$ cat config.mk
export PLATFORM = sky130hd
export DESIGN_NAME = brt_unit
export DESIGN_NICKNAME = d
export VERILOG_FILES = /design/src/rtl/brt_pkg.sv /design/src/rtl/brt_decode.sv /design/src/rtl/brt_cond.sv /design/src/rtl/brt_target.sv /design/src/rtl/brt_unit.sv
export SDC_FILE = /design/constraint.sdc
export NUM_CORES = 1
export LEC_CHECK = 0
export BUFFER_PORTS_ARGS = -buffer_cell sky130_fd_sc_hd__buf_2
export CORE_MARGIN = 8
export CORE_UTILIZATION = 43
export DETAILED_ROUTE_END_ITERATION = 6
export PLACE_DENSITY = 0.84
export SLEW_MARGIN = 20
export SYNTH_ARGS = -nofsm -noshare
export SYNTH_HDL_FRONTEND = slang
export SYNTH_SLANG_ARGS = --single-unit
export TNS_END_PERCENT = 1
$ cat constraint.sdc
create_clock -name vclk -period 14.2
set_clock_uncertainty 0.2 [all_clocks]
set_input_delay 0.71 -clock vclk [all_inputs]
set_output_delay 0.71 -clock vclk [all_outputs]
set_load 0.05 [all_outputs]
$ cat src/rtl/brt_pkg.sv
package brt_pkg;
  localparam logic [7:0] OP_PREFIX = 8'h18;
  localparam logic [7:0] OP_BRA    = 8'h20;
  localparam logic [7:0] OP_BEQ    = 8'h27;
  localparam int unsigned LEN_W    = 3;
  localparam logic [LEN_W-1:0] LEN_SHORT = 3'd2;
  localparam logic [LEN_W-1:0] LEN_LONG  = 3'd4;

  typedef enum logic [1:0] {
    BK_NONE,
    BK_SHORT,
    BK_LONG,
    BK_LONG_EQ
  } br_kind_e;
endpackage

$ cat src/rtl/brt_decode.sv
module brt_decode
  import brt_pkg::*;
#(
  parameter int unsigned BYTE_W = 8
) (
  input  logic [BYTE_W-1:0] op0_i,
  input  logic [BYTE_W-1:0] op1_i,
  output br_kind_e          kind_o,
  output logic [LEN_W-1:0]  len_o,
  output logic              valid_o
);
  always_comb begin
    kind_o = BK_NONE;
    if (op0_i == OP_BRA) kind_o = BK_SHORT;
    else if (op0_i == OP_PREFIX) begin
      if (op1_i == OP_BRA)      kind_o = BK_LONG;
      else if (op1_i == OP_BEQ) kind_o = BK_LONG_EQ;
    end
  end

  assign valid_o = (kind_o != BK_NONE);
  assign len_o   = (kind_o == BK_LONG || kind_o == BK_LONG_EQ) ? LEN_LONG : LEN_SHORT;

  // unknown opcodes fall through as two-byte instructions
  always_comb begin
    if (!valid_o) p_invalid_len_r7: assert (len_o == LEN_SHORT) else $error("len on invalid");
  end
endmodule

$ cat src/rtl/brt_cond.sv
module brt_cond
  import brt_pkg::*;
(
  input  br_kind_e kind_i,
  input  logic     z_i,
  output logic     taken_o
);
  always_comb begin
    unique case (kind_i)
      BK_SHORT, BK_LONG: taken_o = 1'b1;
      BK_LONG_EQ:        taken_o = z_i;
      default:           taken_o = 1'b0;
    endcase
  end
endmodule

$ cat src/rtl/brt_target.sv
module brt_target
  import brt_pkg::*;
#(
  parameter int unsigned ADDR_W  = 16,
  parameter int unsigned SHORT_W = 8,
  parameter int unsigned LONG_W  = 16
) (
  input  logic [ADDR_W-1:0] pc_i,
  input  logic [LEN_W-1:0]  len_i,
  input  logic [LONG_W-1:0] off_i,
  input  logic              long_i,
  output logic [ADDR_W-1:0] base_o,
  output logic [ADDR_W-1:0] target_o
);
  logic [ADDR_W-1:0] off_short, off_long, off_sel, diff;

  assign off_short = {{(ADDR_W-SHORT_W){off_i[SHORT_W-1]}}, off_i[SHORT_W-1:0]};

  generate
    if (LONG_W < ADDR_W) begin : g_long_ext
      assign off_long = {{(ADDR_W-LONG_W){1'b0}}, off_i};
    end else begin : g_long_cut
      assign off_long = off_i[ADDR_W-1:0];
    end
  endgenerate

  assign off_sel  = long_i ? off_long : off_short;
  assign base_o   = pc_i + ADDR_W'(len_i);
  assign target_o = base_o + off_sel;   // wraps modulo 2^ADDR_W
  assign diff     = target_o - base_o;

  // short reach must stay inside a signed byte around the base
  always_comb begin
    if (!long_i)
      p_short_reach_r2: assert (diff[ADDR_W-1:SHORT_W-1] == '0 || diff[ADDR_W-1:SHORT_W-1] == '1)
        else $error("short reach");
  end
endmodule

$ cat src/rtl/brt_unit.sv
module brt_unit
  import brt_pkg::*;
#(
  parameter int unsigned ADDR_W  = 16,
  parameter int unsigned BYTE_W  = 8,
  parameter int unsigned LONG_W  = 16
) (
  input  logic [ADDR_W-1:0] pc_i,
  input  logic [BYTE_W-1:0] op0_i,
  input  logic [BYTE_W-1:0] op1_i,
  input  logic [LONG_W-1:0] off_i,
  input  logic              z_i,
  output logic [ADDR_W-1:0] next_pc_o,
  output logic              taken_o,
  output logic [LEN_W-1:0]  len_o,
  output logic              valid_o
);
  br_kind_e          kind;
  logic [ADDR_W-1:0] base, target;

  brt_decode #(.BYTE_W(BYTE_W)) u_dec (
    .op0_i(op0_i), .op1_i(op1_i), .kind_o(kind), .len_o(len_o), .valid_o(valid_o)
  );

  brt_cond u_cond (.kind_i(kind), .z_i(z_i), .taken_o(taken_o));

  brt_target #(.ADDR_W(ADDR_W), .SHORT_W(BYTE_W), .LONG_W(LONG_W)) u_tgt (
    .pc_i(pc_i), .len_i(len_o), .off_i(off_i),
    .long_i(kind == BK_LONG || kind == BK_LONG_EQ),
    .base_o(base), .target_o(target)
  );

  assign next_pc_o = taken_o ? target : base;

  always_comb begin
    p_taken_valid_r7: assert (!taken_o || valid_o) else $error("taken on invalid");
    p_len_legal_r3: assert (len_o == LEN_SHORT || len_o == LEN_LONG) else $error("len");
    if (!taken_o)
      p_fallthrough_r5: assert (next_pc_o == pc_i + ADDR_W'(len_o)) else $error("fallthrough");
  end
endmodule

==> results.sh <==
export IMPL_status="finished, final reports clean"
export IMPL_critPathTopFamily="compound AO/OA/AOI/OAI gates"
export IMPL_place_inst=325
export IMPL_max_stage_delay_ns=0.59
export IMPL_n_antenna_cell=0
export IMPL_fillers=329
export IMPL_worstMarginPinSlew_ns=0.732
export IMPL_cp_common_cell="ha_1"
export IMPL_yosysSeqAreaShare_pct=0
export IMPL_syn_area_um2=1500
export IMPL_fin_cells=325
export IMPL_nFlopsAndLatches=0
export IMPL_cellLeakagePower_nw=0.996
export IMPL_critical_path_class="primary input to output pin"
export IMPL_wl_met1_mm=1.81
export IMPL_syn_num_nets=287
export IMPL_start_kind="primary input"
export IMPL_p_sw_mw=0.0409
export IMPL_setup_violations=0
export IMPL_yosysUniqueCellTypes=46
export IMPL_cp_data_required_time_ns=13.29
export IMPL_highest_layer="met4"
export IMPL_critPathBufInv=4
export IMPL_finalWeightedCongestion=0.895
export IMPL_critPathArrivalTime_ns=5.92
export IMPL_crit_slowest_cell="or2_0"
export IMPL_max_freq_mhz=146
export IMPL_drive_above_1_share_pct=28.7
export IMPL_first_global_vias=1615
export IMPL_final_period_utilization_pct=48.1
export IMPL_yosys_warnings=0
export IMPL_met2_length_mm=1.98
export IMPL_avgSynthCellArea_um2=6.96
export IMPL_ctsHoldBuffers=0
export IMPL_design_die_area_um2=5650
export IMPL_wl_mm=4.27
export IMPL_route_met3_wl_um=453
export IMPL_grt_max_degree=24
export IMPL_setup_tns_ns=0
export IMPL_syn2layout_area_growth_pct=24.7
export IMPL_postCtsSetupRepairBufs=0
export IMPL_drcViolationCount=0
export IMPL_drtIter0Drc=52
export IMPL_nClkBuffers=0
export IMPL_viasPerCell=5.27
export IMPL_period_needed_ns=6.83
export IMPL_dpl_hpwl_mm=3.76
export IMPL_end_kind="output pin"
export IMPL_initial_core_util_pct=45.1
export IMPL_io_pins=70
export IMPL_regArea_um2=0
export IMPL_gr_total_overflow=0
export IMPL_grt_pass1_wl_mm=6.82
export IMPL_synthCells=216
export IMPL_pwr_share_seq_pct=0
export IMPL_hold_violations=0
export IMPL_dieHeight_um=75.1
export IMPL_grt_total_usage_pct=14.7
export IMPL_drv_slew=0
export IMPL_die_w_um=75.1
export IMPL_ant_nets=0
export IMPL_rows=21
export IMPL_core_um2=3340
export IMPL_worstPathMaxFanout=11
export IMPL_p_clk_share_pct=0
export IMPL_portBuffers=69
export IMPL_antenna_found_initial=0
export IMPL_vdd_drop_max_uv=18.8
export IMPL_crit_path_cell_trace="buf_2 -> or4_1 -> nor2_1 -> and3_1 -> a32oi_1 -> inv_1 -> ha_1 -> or2_0 -> inv_1 -> ha_1 -> a21oi_1 -> nor2b_1 -> xor2_1 -> ha_1 -> o21a_1 -> o21a_1 -> o221a_2 -> a221o_1 -> a31oi_1 -> o21ai_1 -> xnor2_1 -> a21oi_1 -> buf_2"
export IMPL_final_net_count=352
export IMPL_hp_class="primary input to output pin"
export IMPL_maxCapViolCount=0
export IMPL_rsz0062_at_grt="no"
export IMPL_wl_per_cell_um=13.1
export IMPL_sw_frac_of_total_pct=59.2
export IMPL_p_comb_share_pct=100.0
export IMPL_max_slew_margin_rel_pct=51.2
export IMPL_p_int_mw=0.0281
export IMPL_p_per_area_nw_per_um2=36.8
export IMPL_via_count=1712
export IMPL_first_pass_iters=4
export IMPL_cts_resized_gates=0
tightest hold or removal path, delay by kind of cell:
family,cells,cell delay [ns]
simple gates,2,0.09
buf+inv,2,0.31
worst paths after layout:
path	depth (start not counted)	end	slack, ns	start
setup / recovery	23	next_pc_o[13]	7.37	op0_i[1]
hold / removal	4	next_pc_o[0]	1.63	pc_i[0]
area by class of cell:
cell class                      count  area (um2)  area share (%)
Multi-Input combinational cell    194        1410            75.3
Timing Repair Buffer               69         345            18.4
Inverter                           16        60.1            3.20
Tap cell                           46        57.6            3.07
cell usage in the layout (no fill, tap or decap), types with 6 or more instances in the layout:
cell type / count
buf_2: 69
nand2_1: 28
nor2_1: 21
ha_1: 20
a21oi_1: 18
xnor2_1: 17
inv_1: 16
xor2_1: 9
a21o_1: 8
and3_1: 6
o21a_1: 6
synth_stat cells, types with 3 or more instances:
master	n	area share [%]
clkbuf_1	3	0.75
nand2_1	28	7.0
and3_1	6	2.5
nand3_1	4	1.3
o21ai_0	5	1.7
inv_1	16	4.0
a21oi_2	4	2.3
xnor2_1	17	9.9
o31ai_1	4	2.0
a21o_1	8	4.0
xor2_1	9	5.2
o21a_1	6	3.0
ha_1	20	17
xnor3_1	3	4.5
o21ai_1	3	1.0
nor2_1	21	5.2
a21oi_1	18	6.0
nor3_1	5	1.7
stage by stage:
step	setup slack, ns	hold slack, ns	power (mW)	util [%]	instance area, um2
floorplan	7.34	1.54	0.0510	-	1500
global placement	7.60	1.61	0.0678	56.2	1880
finish	7.37	1.63	0.0690	56.2	1880
global route	6.95	1.66	0.0758	56.2	1880
CTS	7.40	1.63	0.0689	56.2	1880
detailed placement	7.43	1.63	0.0687	56.2	1880
power groups by stage:
stage	Clock, mW	Sequential [mW]	Combinational [mW]
3_5_place_dp	0	0	0.0687
3_3_place_gp	0	0	0.0678
2_1_floorplan	0	0	0.0510
5_1_grt	0	0	0.0758
4_1_cts	0	0	0.0689
6_report	0	0	0.0690
cell families (layout without fill, tap and decap cells):
| group | after synthesis | after routing | synth area share [%] |
|---|---|---|---|
| fa+ha+maj | 22 | 22 | 19.3 |
| xor+xnor | 29 | 29 | 19.6 |
| other cells | 1 | 1 | 0.249 |
| compound gates | 59 | 59 | 26.9 |
| simple gates | 83 | 83 | 27.9 |
| buf+inv | 22 | 85 | 6.07 |
routing by layer:
layer | global-route usage (%) | up-vias
li1 | - | 893
met1 | 17.6 | 760
met2 | 26.4 | 57
met3 | 3.73 | 2
met4 | 0.853 | 0
met5 | 0 | -
Power figures use the tool's default switching activity.
